`src/rtl/agu_pkg.sv`:
```
package agu_pkg;
    localparam int ADDR_W  = 16;
    localparam int BUS_W   = 24;
    localparam int NUM_REG = 8;

    typedef enum logic [1:0] {
        KIND_PTR  = 2'd0,
        KIND_STEP = 2'd1,
        KIND_MODE = 2'd2,
        KIND_RSV  = 2'd3
    } reg_kind_e;

    typedef enum logic [2:0] {
        UPD_NONE  = 3'd0,
        UPD_INC   = 3'd1,
        UPD_DEC   = 3'd2,
        UPD_ADDN  = 3'd3,
        UPD_SUBN  = 3'd4
    } upd_op_e;

    typedef enum logic [1:0] {
        MODE_LINEAR,
        MODE_MODULO,
        MODE_REVCARRY
    } addr_mode_e;
endpackage

```
`src/rtl/agu_addr_alu.sv`:
```
module agu_addr_alu
    import agu_pkg::*;
#(
    parameter int AW = ADDR_W
) (
    input  logic [AW-1:0] ptr,
    input  logic [AW-1:0] step,
    input  logic [AW-1:0] mode_word,
    input  logic [2:0]    op,
    output logic          go,
    output logic [AW-1:0] nxt
);
    function automatic logic [AW-1:0] bit_rev(input logic [AW-1:0] v);
        logic [AW-1:0] o;
        for (int k = 0; k < AW; k++) o[k] = v[AW-1-k];
        return o;
    endfunction

    function automatic logic [AW-1:0] smear(input logic [AW-1:0] v);
        logic [AW-1:0] o;
        o = v;
        for (int k = 1; k < AW; k++) o = o | (o >> 1);
        return o;
    endfunction

    addr_mode_e    mode;
    logic          up;
    logic [AW-1:0] mag;
    logic [AW-1:0] delta;
    logic [AW-1:0] lin_v;
    logic [AW-1:0] rev_v;
    logic [AW-1:0] blk_mask;
    logic [AW-1:0] blk_base;
    logic [AW:0]   modulus;
    logic [AW:0]   off_s;
    logic [AW-1:0] mod_v;

    always_comb begin
        go = 1'b0;
        up = 1'b0;
        unique case (upd_op_e'(op))
            UPD_INC:  begin go = 1'b1; up = 1'b1; end
            UPD_DEC:  begin go = 1'b1; up = 1'b0; end
            UPD_ADDN: begin go = 1'b1; up = 1'b1; end
            UPD_SUBN: begin go = 1'b1; up = 1'b0; end
            default:  begin go = 1'b0; up = 1'b0; end
        endcase
        mag   = (op == UPD_ADDN || op == UPD_SUBN) ? step : AW'(1);
        delta = up ? mag : (~mag + AW'(1));
    end

    always_comb begin
        if (mode_word == '0)
            mode = MODE_REVCARRY;
        else if (!mode_word[AW-1])
            mode = MODE_MODULO;
        else
            mode = MODE_LINEAR;
    end

    always_comb begin
        lin_v    = ptr + delta;
        rev_v    = bit_rev(bit_rev(ptr) + bit_rev(delta));
        blk_mask = smear(mode_word);
        blk_base = ptr & ~blk_mask;
        modulus  = {1'b0, mode_word} + (AW+1)'(1);
        if (up) begin
            off_s = {1'b0, ptr & blk_mask} + {1'b0, mag};
            if (off_s >= modulus) off_s = off_s - modulus;
        end else begin
            off_s = {1'b0, ptr & blk_mask} - {1'b0, mag};
            if (off_s[AW]) off_s = off_s + modulus;
        end
        mod_v = blk_base | (off_s[AW-1:0] & blk_mask);
    end

    always_comb begin
        unique case (mode)
            MODE_REVCARRY: nxt = rev_v;
            MODE_MODULO:   nxt = mod_v;
            default:       nxt = lin_v;
        endcase
    end
endmodule

```
`src/rtl/agu_half.sv`:
```
module agu_half
    import agu_pkg::*;
#(
    parameter int AW = ADDR_W,
    parameter int NH = NUM_REG / 2,
    localparam int SW = $clog2(NH)
) (
    input  logic                 clk,
    input  logic                 rst_n,
    input  logic                 wr_en,
    input  logic [1:0]           wr_kind,
    input  logic [SW-1:0]        wr_sel,
    input  logic [AW-1:0]        wr_val,
    input  logic [2:0]           upd_op,
    input  logic [SW-1:0]        upd_sel,
    output logic [NH-1:0][AW-1:0] ptr_q,
    output logic [NH-1:0][AW-1:0] step_q,
    output logic [NH-1:0][AW-1:0] mode_q
);
    logic [AW-1:0] ptr_mem  [NH];
    logic [AW-1:0] step_mem [NH];
    logic [AW-1:0] mode_mem [NH];
    logic          alu_go;
    logic [AW-1:0] alu_nxt;

    agu_addr_alu #(.AW(AW)) alu_i (
        .ptr       (ptr_mem[upd_sel]),
        .step      (step_mem[upd_sel]),
        .mode_word (mode_mem[upd_sel]),
        .op        (upd_op),
        .go        (alu_go),
        .nxt       (alu_nxt)
    );

    always_ff @(posedge clk or negedge rst_n) begin
        if (!rst_n) begin
            for (int i = 0; i < NH; i++) begin
                ptr_mem[i]  <= '0;
                step_mem[i] <= '0;
                mode_mem[i] <= '1;
            end
        end else begin
            if (alu_go) ptr_mem[upd_sel] <= alu_nxt;
            if (wr_en) begin
                unique case (reg_kind_e'(wr_kind))
                    KIND_PTR:  ptr_mem[wr_sel]  <= wr_val;
                    KIND_STEP: step_mem[wr_sel] <= wr_val;
                    KIND_MODE: mode_mem[wr_sel] <= wr_val;
                    default:   ;
                endcase
            end
        end
    end

    always_comb begin
        for (int i = 0; i < NH; i++) begin
            ptr_q[i]  = ptr_mem[i];
            step_q[i] = step_mem[i];
            mode_q[i] = mode_mem[i];
        end
    end
endmodule

```
`src/rtl/agu_out_mux.sv`:
```
module agu_out_mux
    import agu_pkg::*;
#(
    parameter int AW = ADDR_W,
    parameter int NR = NUM_REG,
    parameter int NB = 3,
    localparam int IW = $clog2(NR)
) (
    input  logic [NR-1:0][AW-1:0] regs,
    input  logic [NB-1:0][IW-1:0] sel,
    output logic [NB-1:0][AW-1:0] bus_out
);
    for (genvar b = 0; b < NB; b++) begin : g_bus
        assign bus_out[b] = regs[sel[b]];
    end
endmodule

```
`src/rtl/agu_top.sv`:
```
module agu_top
    import agu_pkg::*;
#(
    parameter int AW = ADDR_W,
    parameter int BW = BUS_W,
    parameter int NR = NUM_REG,
    localparam int NH = NR / 2,
    localparam int IW = $clog2(NR),
    localparam int SW = $clog2(NH)
) (
    input  logic          clk,
    input  logic          rst_n,
    input  logic          gdb_wr_en,
    input  logic [1:0]    gdb_wr_kind,
    input  logic [IW-1:0] gdb_wr_idx,
    input  logic [BW-1:0] gdb_wr_data,
    input  logic [1:0]    gdb_rd_kind,
    input  logic [IW-1:0] gdb_rd_idx,
    output logic [BW-1:0] gdb_rd_data,
    input  logic [2:0]    lo_upd_op,
    input  logic [SW-1:0] lo_upd_sel,
    input  logic [2:0]    hi_upd_op,
    input  logic [SW-1:0] hi_upd_sel,
    input  logic [IW-1:0] xab_sel,
    input  logic [IW-1:0] yab_sel,
    input  logic [IW-1:0] pab_sel,
    output logic [AW-1:0] xab,
    output logic [AW-1:0] yab,
    output logic [AW-1:0] pab
);
    logic [NR-1:0][AW-1:0] ptr_all;
    logic [NR-1:0][AW-1:0] step_all;
    logic [NR-1:0][AW-1:0] mode_all;
    logic [2:0][AW-1:0]    mux_out;
    logic [AW-1:0]         rd_word;
    logic                  unused_wr_hi;

    assign unused_wr_hi = ^gdb_wr_data[BW-1:AW];

    for (genvar h = 0; h < 2; h++) begin : g_half
        logic            h_wr_en;
        logic [2:0]      h_op;
        logic [SW-1:0]   h_sel;
        assign h_wr_en = gdb_wr_en && (gdb_wr_idx[IW-1] == 1'(h));
        assign h_op    = (h == 0) ? lo_upd_op  : hi_upd_op;
        assign h_sel   = (h == 0) ? lo_upd_sel : hi_upd_sel;

        agu_half #(.AW(AW), .NH(NH)) half_i (
            .clk     (clk),
            .rst_n   (rst_n),
            .wr_en   (h_wr_en),
            .wr_kind (gdb_wr_kind),
            .wr_sel  (gdb_wr_idx[SW-1:0]),
            .wr_val  (gdb_wr_data[AW-1:0]),
            .upd_op  (h_op),
            .upd_sel (h_sel),
            .ptr_q   (ptr_all [h*NH +: NH]),
            .step_q  (step_all[h*NH +: NH]),
            .mode_q  (mode_all[h*NH +: NH])
        );
    end

    always_comb begin
        unique case (reg_kind_e'(gdb_rd_kind))
            KIND_PTR:  rd_word = ptr_all[gdb_rd_idx];
            KIND_STEP: rd_word = step_all[gdb_rd_idx];
            KIND_MODE: rd_word = mode_all[gdb_rd_idx];
            default:   rd_word = '0;
        endcase
        gdb_rd_data = {{(BW-AW){1'b0}}, rd_word};
    end

    agu_out_mux #(.AW(AW), .NR(NR), .NB(3)) mux_i (
        .regs    (ptr_all),
        .sel     ({pab_sel, yab_sel, xab_sel}),
        .bus_out (mux_out)
    );

    assign xab = mux_out[0];
    assign yab = mux_out[1];
    assign pab = mux_out[2];
endmodule

```
`config.mk`:
```
export PLATFORM = sky130hd
export DESIGN_NAME = agu_top
export DESIGN_NICKNAME = d
export VERILOG_FILES = /design/src/rtl/agu_pkg.sv /design/src/rtl/agu_addr_alu.sv /design/src/rtl/agu_half.sv /design/src/rtl/agu_out_mux.sv /design/src/rtl/agu_top.sv
export SDC_FILE = /design/constraint.sdc
export NUM_CORES = 2
export LEC_CHECK = 0
export ABC_AREA = 1
export BUFFER_PORTS_ARGS = -buffer_cell sky130_fd_sc_hd__buf_2
export CAP_MARGIN = 20
export CORE_ASPECT_RATIO = 2
export CORE_MARGIN = 1.5
export CORE_UTILIZATION = 59
export CTS_CLUSTER_SIZE = 12
export DETAILED_ROUTE_END_ITERATION = 8
export GPL_ROUTABILITY_DRIVEN = 0
export GPL_TIMING_DRIVEN = 0
export PLACE_DENSITY = 0.77
export SLEW_MARGIN = 15
export SYNTH_ARGS = -nofsm -noshare
export SYNTH_HDL_FRONTEND = slang
export SYNTH_HIERARCHICAL = 1
export SYNTH_SLANG_ARGS = --single-unit
export TNS_END_PERCENT = 100
```
`constraint.sdc`:
```
create_clock -name clk -period 4.7 [get_ports clk]
set_input_delay 0 -clock clk [delete_from_list [all_inputs] [get_ports clk]]
set_output_delay 0 -clock clk [all_outputs]
set_load 0.01 [all_outputs]
```
==> results of run 1 <==
-- kinds of logic after synthesis --
family / count (synthesis)
xor gates and xnor gates: 99
AOI/OAI and AO/OA: 626
other: 1
buffers and inverters: 1488
adders and majority gates: 178
DFF: 384
and+or+nand+nor: 4615
-- cells in the mapped netlist (29+ instances only) --
cell and count:
nand2_1 3076, dfstp_2 128, inv_2 59, clkbuf_1 59, buf_6 52, nor2_4 29
ha_1 166, nor2_1 265, o21ai_0 296, buf_4 39, nand4_1 127, dfrtp_1 256
buf_2 167, inv_1 1083, xor2_1 79, o21ai_1 88, nand3_1 960, a21oi_1 157
-- per-stage QoR --
| stage | hold slack, ns | TNS [ns] | setup slack [ns] |
|---|---|---|---|
| 2_1_floorplan | -0.296 | 0 | 0.0160 |
| 3_3_place_gp | 0.408 | -1452.04 | -4.02 |
| 3_5_place_dp | -0.188 | -270.21 | -2.54 |
| 4_1_cts | -0.136 | -67.33 | -0.807 |
-- timing repair --
action | 4_1_cts
buffers inserted | 130
endpoints found under the hold margin | 384
gates resized for setup | 559
setup endpoints to repair | 120
pin swaps | 255
gates cloned | 4
hold buffers | 25
-- metal layers --
layer / global-route usage / overflow
met3: 0.561 / 4
met5: 0.269 / 1
met1: 0.691 / 5
met2: 0.917 / 529
met4: 0.774 / 299
==> out/qor.yml, run 1 <==
status:
  status: "did not finish"
  failing_step: "5_1_grt"
  error: "[ERROR GRT-0116] Global routing finished with congestion. Check the congestion regions in the DRC Viewer."
global_route:
  grt_pass1_vias: 58700
  grt_max_degree: 101
  grt_pass1_wl_microns: 410000
  track_usage: 0.729
  grt-ovfl-total: 838
cts:
  cts_buffers: 38
  htree_levels: 2
  cts.path.max_buffers: 3
  clkSinkCount: 384
  cts_root_buffer: "clkbuf_16"
logic_synthesis:
  ys_ff_latch: 384
  synth_top_family_by_area: "simple AND/OR/NAND/NOR gates"
  syn_inst: 7391
  synth_top_area_frac: 0.272
  syn_area_sq_um: 42500
  ys_warn_count: 6
  syn_avg_cell_area_sq_um: 5.75
  synth_edf_count: 0
  synthAdderAreaFrac: 0.0545
  ys_top_cells_by_area: "nand2_1 (27%), dfrtp_1 (15%), nand3_1 (11%)"
  netlist.top_cell.by_area: "nand2_1"
  synth_xor_area_frac: 0.0206
  synth_compound_area_frac: 0.0791
  ys_dominant_reg_cell: "dfrtp_1"
  synthSimpleGateAreaFrac: 0.465
  seq_area_frac_synth: 0.230
  synthMuxAreaShare: 0
  async_flop_share: 1.00
  synth_cell_types: 62
die:
  die_w_microns: 193
  initial_core_util: 0.595
  die_h_microns: 383
  fp-row-count: 139
  num_io_pins: 128
placement:
  post-place-cells: 8420
  io_buffers: 102
  place_area_sq_um: 44400
  dp_hpwl_microns: 161000
==> run 2, diff against run 1 <==
Settings changed: CORE_ASPECT_RATIO 2 to default, CORE_UTILIZATION 59 to 40, CTS_CLUSTER_SIZE 12 to default, PLACE_DENSITY 0.77 to default, PLACE_DENSITY_LB_ADDON from default to 0.15.
Clock period 4.7 ns to 6.1 ns, I/O delays scaled along.
==> out/qor.yml, run 2 <==
status:
  status: "complete, but fails checks"
  violations: "DRC"
sta:
  setup_viol: 0
  max_freq_mhz: 170
  finalSetupTns_ns: 0
  fin_skew_ns: 0.0362
  period_share: 0.964
  slew_violations: 0
  hold_viol: 0
  whs_ns: 0.0347
  setup_slack_ns: 0.221
  worstMarginPinSlew_ns: 1.19
  min_period_ns: 5.88
  maxSlewHeadroom: 0.201
logic_synthesis:
  syn_area_sq_um: 42500  # unchanged
  synth_edf_count: 0  # unchanged
  ys_ff_latch: 384  # unchanged
  ys_top_cells_by_area: "nand2_1 (27%), dfrtp_1 (15%), nand3_1 (11%)"
  syn_inst: 7391  # unchanged
  synthTopCellsByCount: "nand2_1 (3076), inv_1 (1083), nand3_1 (960)"
  synth_top_area_frac: 0.272  # unchanged
  post-synth-top-count-cell: "nand2_1"
  seq_area_frac_synth: 0.230  # unchanged
  ys_warn_count: 6  # unchanged
  synth_cell_types: 62  # unchanged
  ys_dominant_reg_cell: "dfrtp_1"
  netlist.top_cell.by_area: "nand2_1"
  async_flop_share: 1.00  # unchanged
  syn_avg_cell_area_sq_um: 5.75  # unchanged
critical_path:
  path_max_fanout: 10
  crit_required_ns: 6.61
  critPathArrivalTime_ns: 6.38
  rr_startpoint: "g_half[0].half_i/mode_q[39]$_DFFE_PN1P_"
  startpoint_type: "flop"
  slowest_delay_ns: 0.48
  crit_start: "g_half[0].half_i/mode_q[39]$_DFFE_PN1P_"
  crit_type: "reg2reg"
  cp_num_buf_inv: 10
  cp_slowest_cell: "nor4_2"
  endpoint_kind: "flop"
  cpLargestDelayFamily: "simple AND/OR/NAND/NOR gates"
  cpMostUsedCell: "nand2_1"
placement:
  place_area_sq_um: 44900  # +1.1%
  io_buffers: 102  # unchanged
  place_ws_ns: -0.849  # +1.69 ns
  dp_hpwl_microns: 154000  # -4.2%
final_layout:
  area_growth_syn_to_layout_pct: 11.4
  fin_area_sq_um: 47400
  layout_commonest_cell: "nand2_1"
  drive_gt1_frac: 0.118
  final_cell_mix: "nand2_1 (3052), inv_1 (1066), nand3_1 (948)"
  nets: 7847
  fillers: 11500
route:
  wl_per_cell_microns: 22.1
  top_layer_used: "met5"
  met3_length_microns: 26300
  via_per_inst: 5.60
  wl_met1_microns: 85500
  dr.pass1.iters: 9
  wl_met2_microns: 78000
  via_count: 50600
  drc_errors: 1
  ant_nets: 0
  drt-initial-drc-count: 6863
  wl_microns: 200000
power_and_ir_drop:
  p_clk_frac: 0.132
  p_seq_frac: 0.209
  power_frac_comb: 0.659
  p_int_mw: 9.75
  power_mw: 22.1
  p_per_area_nw_per_um2: 467
  max-vdd-ir-drop_uv: 274
  p_sw_mw: 12.4
  switching_share: 0.560
  p_leak_nw: 26.4
global_route:
  grt_pass1_vias: 44900
  antenna_found_initial: 10
  grt_max_degree: 92
  grt_pass1_wl_microns: 290000
  grt-ovfl-total: 0
  track_usage: 0.357
cts:
  cts_root_buffer: "clkbuf_16"
  cts_tree: "yes"
  htree_levels: 2  # unchanged
  clk_pin_slew_ns: 0.06
  clock_latency_ns: 0.64
  clkSinkCount: 384  # unchanged
  cts_buffers: 46  # +21%
  cts.path.max_buffers: 3  # unchanged
die:
  die_h_microns: 329  # -14%
  dieArea_sq_um: 108000
  initial_core_util: 0.404  # -0.191
  die_w_microns: 329  # +71%
  num_io_pins: 128  # unchanged
  fp-row-count: 119  # -14%
  core-area_sq_um: 105000
worst_hold_path:
  worstHoldStart: "gdb_wr_idx[1]"
  worst_hold_path_type: "in2reg"
flow_run:
  maxCapViolCount: 0
[run 2: cell counts after synthesis]
Identical to the previous run, type by type.
[run 2: cell families (layout without fill, tap and decap cells)]
kind of cell,count (synthesis),count (layout),share of synthesized area
buffers and inverters,1488,1740,0.150
AOI/OAI and AO/OA,626,626,0.0791
and+or+nand+nor,4615,4616,0.465
xor gates and xnor gates,99,99,0.0206
other,1,10,0.0000882
DFF,384,384,0.230
adders and majority gates,178,178,0.0545
[run 2: final timing paths]
path | depth (start not counted) | slack [ns] | to
max in group asynchronous | 5 | 4.44 | g_half[0].half_i/mode_q[56]$_DFFE_PN1P_
setup reg to reg | 42 | 0.22 | g_half[0].half_i/ptr_q[41]$_DFF_PN0_
hold reg to reg | 2 | 0.48 | g_half[0].half_i/mode_q[49]$_DFFE_PN1P_
min in group asynchronous | 3 | 0.43 | g_half[1].half_i/ptr_q[59]$_DFF_PN0_
setup / recovery | 42 | 0.22 | g_half[0].half_i/ptr_q[41]$_DFF_PN0_
hold / removal | 6 | 0.03 | g_half[1].half_i/mode_q[63]$_DFFE_PN1P_
[run 2: stage by stage]
stage | util | cells
floorplan | - | 7398
global placement | 0.425 | 8891
detailed placement | 0.427 | 8895
CTS | 0.446 | 9026
global route | 0.450 | 9044
finish | 0.450 | 9044
[run 2: cell type report]
type | count | area [sq um] | share of cell area
clock buffers | 72 | 1420 | 0.0300
well taps | 1391 | 1740 | 0.0367
flip-flops and latches | 384 | 9770 | 0.206
clock inverters | 14 | 148 | 0.00312
multi-input cells | 5527 | 26700 | 0.564
diodes | 2 | 5.00 | 0.000106
repair buffers | 166 | 1160 | 0.0245
inverters | 1150 | 4330 | 0.0914
plain buffers | 338 | 2070 | 0.0437
[run 2: worst min-delay path, stage by stage]
cell     delay, ns
buf_2         0.19
nand2_1       0.11
inv_2         0.07
nand3_2       0.13
nand2_1       0.05
o21ai_0       0.07
[run 2: timing repair]
item	CTS	global route
buffers inserted	18	15
gates resized for setup	20	80
endpoints found under the setup margin	120	120
endpoints found under the hold margin	335	0
cloned	0	1
hold buffers	27	0
pin swaps	13	24
[run 2: power by group through the flow]
stage          combinational [mW]  clock, mW  sequential [mW]
2_1_floorplan                9.86          0             3.91
3_3_place_gp                 13.5          0             4.58
3_5_place_dp                 13.7          0             4.57
4_1_cts                      13.9       2.94             4.54
5_1_grt                      16.1       3.05             4.62
6_report                     14.6       2.93             4.63
[run 2: layer usage]
layer | up-vias | global-route usage
met5 | - | 0.0109
met4 | 14 | 0.146
met3 | 475 | 0.0970
met2 | 3095 | 0.492
met1 | 23600 | 0.518
li1 | 23400 | -
No activity file was read; power rests on OpenSTA's default activity.
